**src/rtl/fgo_pkg.sv**
```systemverilog
package fgo_pkg;

    localparam int REG_W    = 8;
    localparam int LOW_W    = 4;
    localparam int STRM_N   = 8;
    localparam int PIN_N    = LOW_W + STRM_N;
    localparam int QHI_W    = 3;
    localparam int QTY_W    = REG_W + QHI_W;

    typedef enum logic [1:0] {
        FG_PROG = 2'b00,
        FG_OE   = 2'b01,
        FG_NORM = 2'b10,
        FG_INV  = 2'b11
    } fg_mode_e;

    // Only the fields that steer the pins are stored; bits 5:4 of the
    // mode register are dropped at write time.
    typedef struct packed {
        logic [REG_W-1:0] start;
        fg_mode_e         sel;
        logic [LOW_W-1:0] low;
    } cfg_t;

    typedef struct packed {
        logic [PIN_N-1:0] pins;
    } pin_st_t;

endpackage

```
**src/rtl/fgo_cfg_regs.sv**
```systemverilog
module fgo_cfg_regs
    import fgo_pkg::*;
(
    input  logic             clk,
    input  logic             rst_n,
    input  logic             wr_en,
    input  logic             wr_addr,
    input  logic [REG_W-1:0] wr_data,
    input  logic             commit,
    output cfg_t             act
);

    typedef struct packed {
        cfg_t shadow;
        cfg_t act;
    } reg_st_t;

    reg_st_t st_d, st_q;

    always_comb begin
        st_d = st_q;
        if (wr_en) begin
            if (wr_addr) begin
                st_d.shadow.sel = fg_mode_e'(wr_data[REG_W-1 -: 2]);
                st_d.shadow.low = wr_data[LOW_W-1:0];
            end else begin
                st_d.shadow.start = wr_data;
            end
        end
        // A write landing on the wrap edge waits for the following frame.
        if (commit) begin
            st_d.act = st_q.shadow;
        end
    end

    always_ff @(posedge clk or negedge rst_n) begin
        if (!rst_n) begin
            st_q <= '0;
        end else begin
            st_q <= st_d;
        end
    end

    assign act = st_q.act;

endmodule

```
**src/rtl/fgo_state_ctr.sv**
```systemverilog
module fgo_state_ctr #(
    parameter int CNT_W     = 11,
    parameter int FRAME_LEN = 2048
) (
    input  logic             clk,
    input  logic             rst_n,
    output logic [CNT_W-1:0] cnt,
    output logic             wrap
);

    localparam logic [CNT_W-1:0] LAST = CNT_W'(FRAME_LEN - 1);

    typedef struct packed {
        logic [CNT_W-1:0] cnt;
    } ctr_st_t;

    ctr_st_t st_d, st_q;

    always_comb begin
        st_d = st_q;
        if (st_q.cnt == LAST) begin
            st_d.cnt = '0;
        end else begin
            st_d.cnt = st_q.cnt + 1'b1;
        end
    end

    always_ff @(posedge clk or negedge rst_n) begin
        if (!rst_n) begin
            st_q <= '0;
        end else begin
            st_q <= st_d;
        end
    end

    assign cnt  = st_q.cnt;
    assign wrap = (st_q.cnt == LAST);

endmodule

```
**src/rtl/fgo_pulse_match.sv**
```systemverilog
module fgo_pulse_match
    import fgo_pkg::*;
#(
    parameter int CNT_W     = 11,
    parameter int FRAME_LEN = 2048,
    parameter int SPACING   = 16
) (
    input  logic [QTY_W-1:0] qty,
    input  logic [CNT_W-1:0] cnt,
    output logic [PIN_N-1:0] hit
);

    for (genvar k = 0; k < PIN_N; k++) begin : g_pin
        localparam int OFS = k * SPACING;
        logic [31:0] sum_w;
        logic [31:0] pos_w;

        always_comb begin
            sum_w  = 32'(qty) + 32'(OFS);
            pos_w  = sum_w % 32'(FRAME_LEN);
            hit[k] = (32'(cnt) == pos_w);
        end
    end

endmodule

```
**src/rtl/fgo_frame_group.sv**
```systemverilog
module fgo_frame_group
    import fgo_pkg::*;
#(
    parameter int CNT_W     = 11,
    parameter int FRAME_LEN = 2048,
    parameter int SPACING   = 16
) (
    input  logic              clk,
    input  logic              rst_n,
    input  logic              wr_en,
    input  logic              wr_addr,
    input  logic [REG_W-1:0]  wr_data,
    input  logic [STRM_N-1:0] strm_oe,
    output logic [PIN_N-1:0]  fg_pins
);

    cfg_t             cfg_act;
    logic [CNT_W-1:0] cnt_w;
    logic             wrap_w;
    logic [QTY_W-1:0] qty_w;
    logic [PIN_N-1:0] hit_w;

    pin_st_t st_d, st_q;

    fgo_cfg_regs u_regs (
        .clk     (clk),
        .rst_n   (rst_n),
        .wr_en   (wr_en),
        .wr_addr (wr_addr),
        .wr_data (wr_data),
        .commit  (wrap_w),
        .act     (cfg_act)
    );

    fgo_state_ctr #(
        .CNT_W     (CNT_W),
        .FRAME_LEN (FRAME_LEN)
    ) u_ctr (
        .clk   (clk),
        .rst_n (rst_n),
        .cnt   (cnt_w),
        .wrap  (wrap_w)
    );

    assign qty_w = {cfg_act.low[QHI_W-1:0], cfg_act.start};

    fgo_pulse_match #(
        .CNT_W     (CNT_W),
        .FRAME_LEN (FRAME_LEN),
        .SPACING   (SPACING)
    ) u_match (
        .qty (qty_w),
        .cnt (cnt_w),
        .hit (hit_w)
    );

    always_comb begin
        st_d = st_q;
        unique case (cfg_act.sel)
            FG_PROG: st_d.pins = {cfg_act.low, cfg_act.start};
            FG_OE:   st_d.pins = {strm_oe, cfg_act.low};
            FG_NORM: st_d.pins = hit_w;
            FG_INV:  st_d.pins = ~hit_w;
            default: st_d.pins = '0;
        endcase
    end

    always_ff @(posedge clk or negedge rst_n) begin
        if (!rst_n) begin
            st_q <= '0;
        end else begin
            st_q <= st_d;
        end
    end

    assign fg_pins = st_q.pins;

endmodule

```
**config.mk**
```make
export PLATFORM = sky130hd
export DESIGN_NAME = fgo_frame_group
export DESIGN_NICKNAME = d
export VERILOG_FILES = /design/src/rtl/fgo_pkg.sv /design/src/rtl/fgo_cfg_regs.sv /design/src/rtl/fgo_state_ctr.sv /design/src/rtl/fgo_pulse_match.sv /design/src/rtl/fgo_frame_group.sv
export SDC_FILE = /design/constraint.sdc
export NUM_CORES = 1
export LEC_CHECK = 0
export BUFFER_PORTS_ARGS = -buffer_cell sky130_fd_sc_hd__buf_4
export CELL_PAD_IN_SITES_DETAIL_PLACEMENT = 1
export CELL_PAD_IN_SITES_GLOBAL_PLACEMENT = 1
export CORE_ASPECT_RATIO = 1.4
export CORE_UTILIZATION = 35
export DETAILED_ROUTE_END_ITERATION = 8
export GPL_TIMING_DRIVEN = 0
export PLACE_DENSITY = 0.74
export SLEW_MARGIN = 40
export SYNTH_ARGS = -nofsm -noshare
export SYNTH_HDL_FRONTEND = slang
export SYNTH_SLANG_ARGS = --single-unit
```
**constraint.sdc**
```tcl
create_clock -name clk -period 4.55 [get_ports clk]
set_input_delay 0.2275 -clock clk [delete_from_list [all_inputs] [get_ports clk]]
set_output_delay 0.2275 -clock clk [all_outputs]
set_load 0.02 [all_outputs]
```
==> flow_metrics.py, run 1 <==
metrics = {
    "floorplan": {
        "num_rows": 41,
        "die_h_um": 118,
        "ioPinCount": 32,
        "core-area_um2": 9130,
        "die_x_um": 84.5,
        "start_util_pct": 36.5,
        "dieArea_um2": 9930,
    },
    "power": {
        "p_clk_share_pct": 45.8,
        "ir_drop_uv": 277,
        "cellLeakagePower_nw": 1.74,
        "pwr-share-seq_pct": 49.4,
        "p_sw_w": 0.000199,
        "internal-power_w": 0.000776,
        "cellPowerDensity_nw_per_um2": 250,
        "power_frac_comb_pct": 4.8,
        "finalPower_w": 0.000975,
        "switching_share_pct": 20.4,
    },
    "hold_path": {
        "worstHoldPathType": "in2reg",
    },
    "route": {
        "routed_via_density": 5.53,
        "drtIter0Drc": 108,
        "wl_per_cell_um": 19.4,
        "postRouteAntennaNets": 0,
        "num_vias": 2653,
        "wl_mm": 9.30,
        "drc": 0,
        "firstDrtPassIters": 4,
    },
    "logic_synthesis": {
        "synthesis.instances": 333,
        "yosysTopAreaCellShare_pct": 38.2,
        "yosys_most_used_dff": "dfrtp_1",
        "yosysTopAreaCell": "dfrtp_1",
        "synth-edff-count": 0,
        "postSynthAreaPerCell_um2": 10.0,
        "seq_area_frac_synth_pct": 38.2,
        "synth.distinct_cells": 51,
        "synthArstFlopShare_pct": 100,
        "ys_ff_latch": 51,
        "ys_top_cells_by_area": "dfrtp_1 (38%), mux2_2 (10%), xnor2_1 (7.9%), ha_1 (5.6%), xor2_1 (4.5%)",
        "synth_area_um2": 3340,
        "synth_fp_nets": 368,
        "ys_warn_count": 0,
    },
    "timing": {
        "period_minus_slack_ns": 3.01,
        "skew_ns": 0.00456,
        "post-route-period-util_pct": 66.1,
        "max_slew_margin_pct": 52.4,
        "setup_viol": 0,
        "maxSlewViolCount": 0,
        "max_freq_ghz": 0.333,
        "hold_viol": 0,
        "fin_setup_tns_ns": 0,
        "worst_slew_pin_slew_ns": 0.707,
        "rsz0062_at_grt": "no",
    },
    "global_routing": {
        "antenna_found_initial": 0,
        "grt_usage_pct": 20.3,
        "grt_max_degree": 52,
        "grt_pass1_wl_mm": 15.4,
        "grt_pass1_vias": 2920,
        "grt_overflow": 0,
    },
    "clock_network": {
        "cts_hold_buf": 1,
        "postCtsSetupBuffers": 0,
        "cts_made_buffers": 5,
        "clock_latency_ns": 0.29,
        "clk_path_buf_depth": 2,
        "cts_num_sinks": 51,
        "cts_resized": 0,
        "cts_root_buffer": "clkbuf_16",
        "cts_tree": "built",
        "h-tree-depth": 2,
        "clkTransAtPathRegs_ns": 0.07,
    },
    "final_layout": {
        "nFillCells": 1036,
        "n_antenna_cell": 0,
        "final_nets": 407,
        "areaGrowthSynthToFinish_pct": 16.6,
        "drive_gt1_share_pct": 22.5,
        "most-common-layout-cells": "dfrtp_1 (51), buf_4 (33), xnor2_1 (30), mux2_2 (30), a21oi_1 (19)",
        "fin_area_um2": 3890,
        "final_common_cell": "dfrtp_1",
    },
    "place": {
        "place_hpwl_mm": 7.20,
        "gp_congestion": 0.903,
        "numPortBuffers": 31,
        "dpl_cell_area_um2": 3700,
    },
    "critical_path": {
        "crit_arrival_ns": 3.21,
        "crit_type": "reg2reg",
        "path_max_fanout": 10,
        "cp-start-kind": "register",
        "critPathCaptureType": "register",
        "cp.required_ns": 4.75,
    },
    "status": {
        "status": "finished clean",
    },
    "run": {
        "drv_cap": 0,
    },
}
power by group through the flow:
| stage | logic, W | clock network (W) | registers [W] |
|---|---|---|---|
| floorplan | 0.0000215 | 0 | 0.000486 |
| global placement | 0.0000449 | 0 | 0.000488 |
| detailed placement | 0.0000479 | 0 | 0.000490 |
| CTS | 0.0000491 | 0.000458 | 0.000481 |
| global route | 0.0000533 | 0.000469 | 0.000483 |
| finish | 0.0000472 | 0.000446 | 0.000481 |
synth_stat cells (2+ instances only):
cell type	instances
dfrtp_1	51
mux2_2	30
xnor2_1	30
a21oi_1	19
nor2_1	18
nand2_1	17
xor2_1	17
ha_1	15
clkbuf_1	10
nand3_1	9
buf_2	8
inv_1	8
nor2b_1	8
o21ai_0	8
and3_1	7
nand4_1	6
nor3_1	5
a21o_1	4
nand2b_1	4
nor4_1	4
o21a_1	4
o22ai_1	4
a31oi_1	3
and2_1	3
o211ai_1	3
o2bb2ai_1	3
or3_1	3
a211oi_1	2
a221oi_1	2
a311oi_1	2
buf_1	2
buf_4	2
mux2i_1	2
nor3b_1	2
o31ai_1	2
per-layer routing:
layer / wire [um] / track usage [%]
met5: 0 / 0
met4: 298 / 8.90
met3: 239 / 2.73
met2: 5160 / 38.2
met1: 3610 / 22.2
kinds of logic (layout without fill, tap and decap cells):
kind of cell	Yosys count	in the layout	synth area share, %
AND/OR/NAND/NOR	90	90	14.2
AO/OA/AOI/OAI	63	63	12.4
flip-flops	51	51	38.2
XOR/XNOR	50	50	14.4
multiplexers	33	33	11.2
buffers and inverters	31	71	4.01
adder cells (fa/ha/maj)	15	15	5.62
final timing paths:
path | startpoint | endpoint | slack [ns] | depth (start not counted)
worst max-delay path | u_regs.act[11] | fg_pins[7] | 1.54 | 9
worst min-delay path | wr_data[3] | u_regs.st_q[17] | 0.17 | 2
worst max register to register | u_regs.act[11] | fg_pins[7] | 1.54 | 9
worst min register to register | u_regs.st_q[17] | u_regs.st_q[17] | 0.50 | 1
max in group asynchronous | rst_n | fg_pins[1] | 3.61 | 2
min in group asynchronous | rst_n | u_ctr.cnt[3] | 0.50 | 2
worst max-delay path, cell delays in order, from the launching register on:
cell and delay (ns):
dfrtp_1 0.41, clkbuf_1 0.42, inv_1 0.25, ha_1 0.35
nor2b_1 0.18, o21ai_0 0.12, xnor2_1 0.17, nor4_1 0.64
a221oi_1 0.16, a21oi_1 0.21
state kept, by name (all words and copies together), names as in the netlist:
name,cells
u_ctr.cnt,11
fg_pins,12
u_regs.act,14
u_regs.st_q,14
final cells by class:
| type | instances | area (um2) | area share, % |
|---|---|---|---|
| clock inverters | 2 | 38.8 | 0.997 |
| multi-input cells | 251 | 1930 | 49.5 |
| repair buffers | 32 | 243 | 6.24 |
| inverters | 9 | 33.8 | 0.868 |
| flip-flops and latches | 51 | 1280 | 32.8 |
| well taps | 107 | 134 | 3.44 |
| clock buffers | 6 | 139 | 3.57 |
| plain buffers | 22 | 100 | 2.57 |
metrics by stage:
step           setup slack (ns)  std cells  hold WS (ns)  utilization [%]
6_report                   1.54        480         0.171             42.6
4_1_cts                    1.53        480         0.167             42.6
2_1_floorplan              2.34        333       -0.0681                -
5_1_grt                    1.25        480         0.173             42.6
3_5_place_dp               1.55        471         0.298             40.6
3_3_place_gp               1.64        471         0.281             40.6
No activity file was read; power rests on OpenSTA's default activity.
==> run 2, diff against run 1 <==
--- a/config.mk
+++ b/config.mk
@@ -12,7 +12,7 @@
 export CORE_UTILIZATION = 35
 export DETAILED_ROUTE_END_ITERATION = 8
 export GPL_TIMING_DRIVEN = 0
-export PLACE_DENSITY = 0.74
+export PLACE_DENSITY = 0.76
 export SLEW_MARGIN = 40
 export SYNTH_ARGS = -nofsm -noshare
 export SYNTH_HDL_FRONTEND = slang
==> constraint.sdc (replaced) <==
create_clock -name clk -period 2.46 [get_ports clk]
set_input_delay 0.123 -clock clk [delete_from_list [all_inputs] [get_ports clk]]
set_output_delay 0.123 -clock clk [all_outputs]
set_load 0.02 [all_outputs]
==> run 2 against run 1 <==
Compared with the run above:
- sequential power is 85% higher
- die area stayed put
- first-iteration DRC count is 10% lower
- largest power group is now the clock network
- maximum frequency is 24% higher
==> flow_metrics.py, run 2 (same netlist as run 1, synthesis figures left out) <==
metrics = {
    "route": {
        "wl_per_cell_um": 19.7,
        "drtIter0Drc": 97,
        "num_vias": 2752,
        "firstDrtPassIters": 4,
        "drc": 0,
        "routed_via_density": 5.63,
        "postRouteAntennaNets": 0,
        "wl_mm": 9.63,
    },
    "timing": {
        "period_minus_slack_ns": 2.42,
        "rsz0062_at_grt": "yes",
        "maxSlewViolCount": 0,
        "max_freq_ghz": 0.413,
        "skew_ns": 0.00718,
        "post-route-period-util_pct": 98.4,
        "hold_viol": 0,
        "setup_viol": 0,
        "max_slew_margin_pct": 56.9,
        "worst_slew_pin_slew_ns": 0.647,
    },
    "final_layout": {
        "fin_util_pct": 44.5,
        "regArea_um2": 1280,
        "drive_gt1_share_pct": 28.0,
        "multi_input_area_um2": 2000,
        "final_common_cell": "dfrtp_1",
        "instances_no_fill": 489,
        "areaGrowthSynthToFinish_pct": 21.9,
        "final_nets": 416,
        "n_antenna_cell": 0,
        "nFillCells": 1031,
        "fin_area_um2": 4070,
        "most-common-layout-cells": "dfrtp_1 (48), buf_4 (43), mux2_2 (30), xnor2_1 (29), a21oi_1 (19)",
    },
    "floorplan": {
        "start_util_pct": 36.5,
        "core-area_um2": 9130,
        "ioPinCount": 32,
        "die_h_um": 118,
        "dieArea_um2": 9930,
        "die_x_um": 84.5,
        "num_rows": 41,
    },
    "place": {
        "dp.cells": 471,
        "numPortBuffers": 31,
        "dpl_cell_area_um2": 3700,
        "place_hpwl_mm": 7.08,
        "gp_congestion": 0.931,
    },
    "clock_network": {
        "clk_path_buf_depth": 2,
        "cts_made_buffers": 5,
        "cts_root_buffer": "clkbuf_16",
        "clkTransAtPathRegs_ns": 0.07,
        "cts_tree": "built",
        "h-tree-depth": 2,
        "cts_num_sinks": 51,
        "clock_latency_ns": 0.30,
    },
    "critical_path": {
        "cp-start-kind": "register",
        "cp.required_ns": 2.64,
        "critPathCaptureType": "register",
        "crit_arrival_ns": 2.60,
        "crit_type": "reg2reg",
        "path_max_fanout": 10,
    },
    "global_routing": {
        "grt_max_degree": 52,
        "grt_usage_pct": 20.3,
        "antenna_found_initial": 0,
        "grt_overflow": 0,
        "grt_pass1_vias": 3043,
        "grt_pass1_wl_mm": 15.3,
    },
    "run": {
        "drv_cap": 0,
    },
    "power": {
        "pwr-share-seq_pct": 47.7,
        "internal-power_w": 0.00151,
        "power_frac_comb_pct": 4.6,
        "p_clk_share_pct": 47.7,
        "ir_drop_uv": 534,
        "cellPowerDensity_nw_per_um2": 459,
        "switching_share_pct": 19.4,
        "cellLeakagePower_nw": 1.81,
        "p_sw_w": 0.000363,
        "finalPower_w": 0.00187,
    },
    "hold_path": {
        "worstHoldPathType": "in2reg",
    },
    "status": {
        "status": "finished clean",
    },
}
[run 2: what timing repair did]
action                     4_1_cts  5_1_grt
setup buffers                    2        7
hold endpoints to repair        51        0
hold buffers                     1        0
resized for setup               13        7
pin swaps                        2        2
setup endpoints to repair       10       10
[run 2: path summary, 6_finish.rpt]
check | start | end | slack, ns | depth (start not counted)
min reg2reg | u_regs.st_q[17] | u_regs.act[3] | 0.50 | 1
max reg2reg | u_regs.act[11] | fg_pins[11] | 0.04 | 9
min in group asynchronous | rst_n | u_ctr.cnt[3] | 0.37 | 2
min | wr_data[7] | u_regs.st_q[19] | 0.06 | 2
max | u_regs.act[11] | fg_pins[11] | 0.04 | 9
max in group asynchronous | rst_n | u_regs.act[12] | 1.59 | 2
[run 2: per-layer routing]
metal	part of all wire [%]	vias up	wire length (um)	GRT usage, %
met5	0	-	0	0
met4	4.5	0	432	11.5
met3	2.4	31	230	2.95
met2	56	66	5380	38.1
met1	37	1390	3590	21.2
li1	-	1265	-	-
[run 2: critical path, cell delays in order (launching register included)]
cell and delay (ns):
dfrtp_1 0.40, clkbuf_8 0.18, inv_1 0.21, ha_4 0.26
xor2_2 0.22, nand4_1 0.21, nor3_4 0.23, nand4_1 0.16
o22a_1 0.18, mux2_4 0.26
[run 2: power groups by stage]
stage	clock [W]	sequential (W)	combinational, W
6_report	0.000892	0.000891	0.0000861
5_1_grt	0.000925	0.000894	0.0000969
4_1_cts	0.000900	0.000891	0.0000892
3_5_place_dp	0	0.000906	0.0000873
3_3_place_gp	0	0.000903	0.0000831
2_1_floorplan	0	0.000898	0.0000398
[run 2: through the flow]
stage | hold WS (ns) | setup WS (ns) | TNS, ns
6_report | 0.0617 | 0.0399 | 0
5_1_grt | 0.0692 | -0.0953 | -0.244
4_1_cts | 0.0621 | 0.00303 | 0
3_5_place_dp | 0.187 | -0.474 | -2.25
3_3_place_gp | 0.175 | -0.382 | -1.70
2_1_floorplan | -0.173 | 0.246 | 0
[run 2: cell type report]
class / count / area share (%)
Buffer: 22 / 2.80
Clock buffer: 5 / 3.08
Clock inverter: 3 / 1.66
Inverter: 9 / 0.831
Multi-Input combinational cell: 251 / 49.2
Sequential cell: 51 / 31.5
Tap cell: 107 / 3.29
Timing Repair Buffer: 41 / 7.63
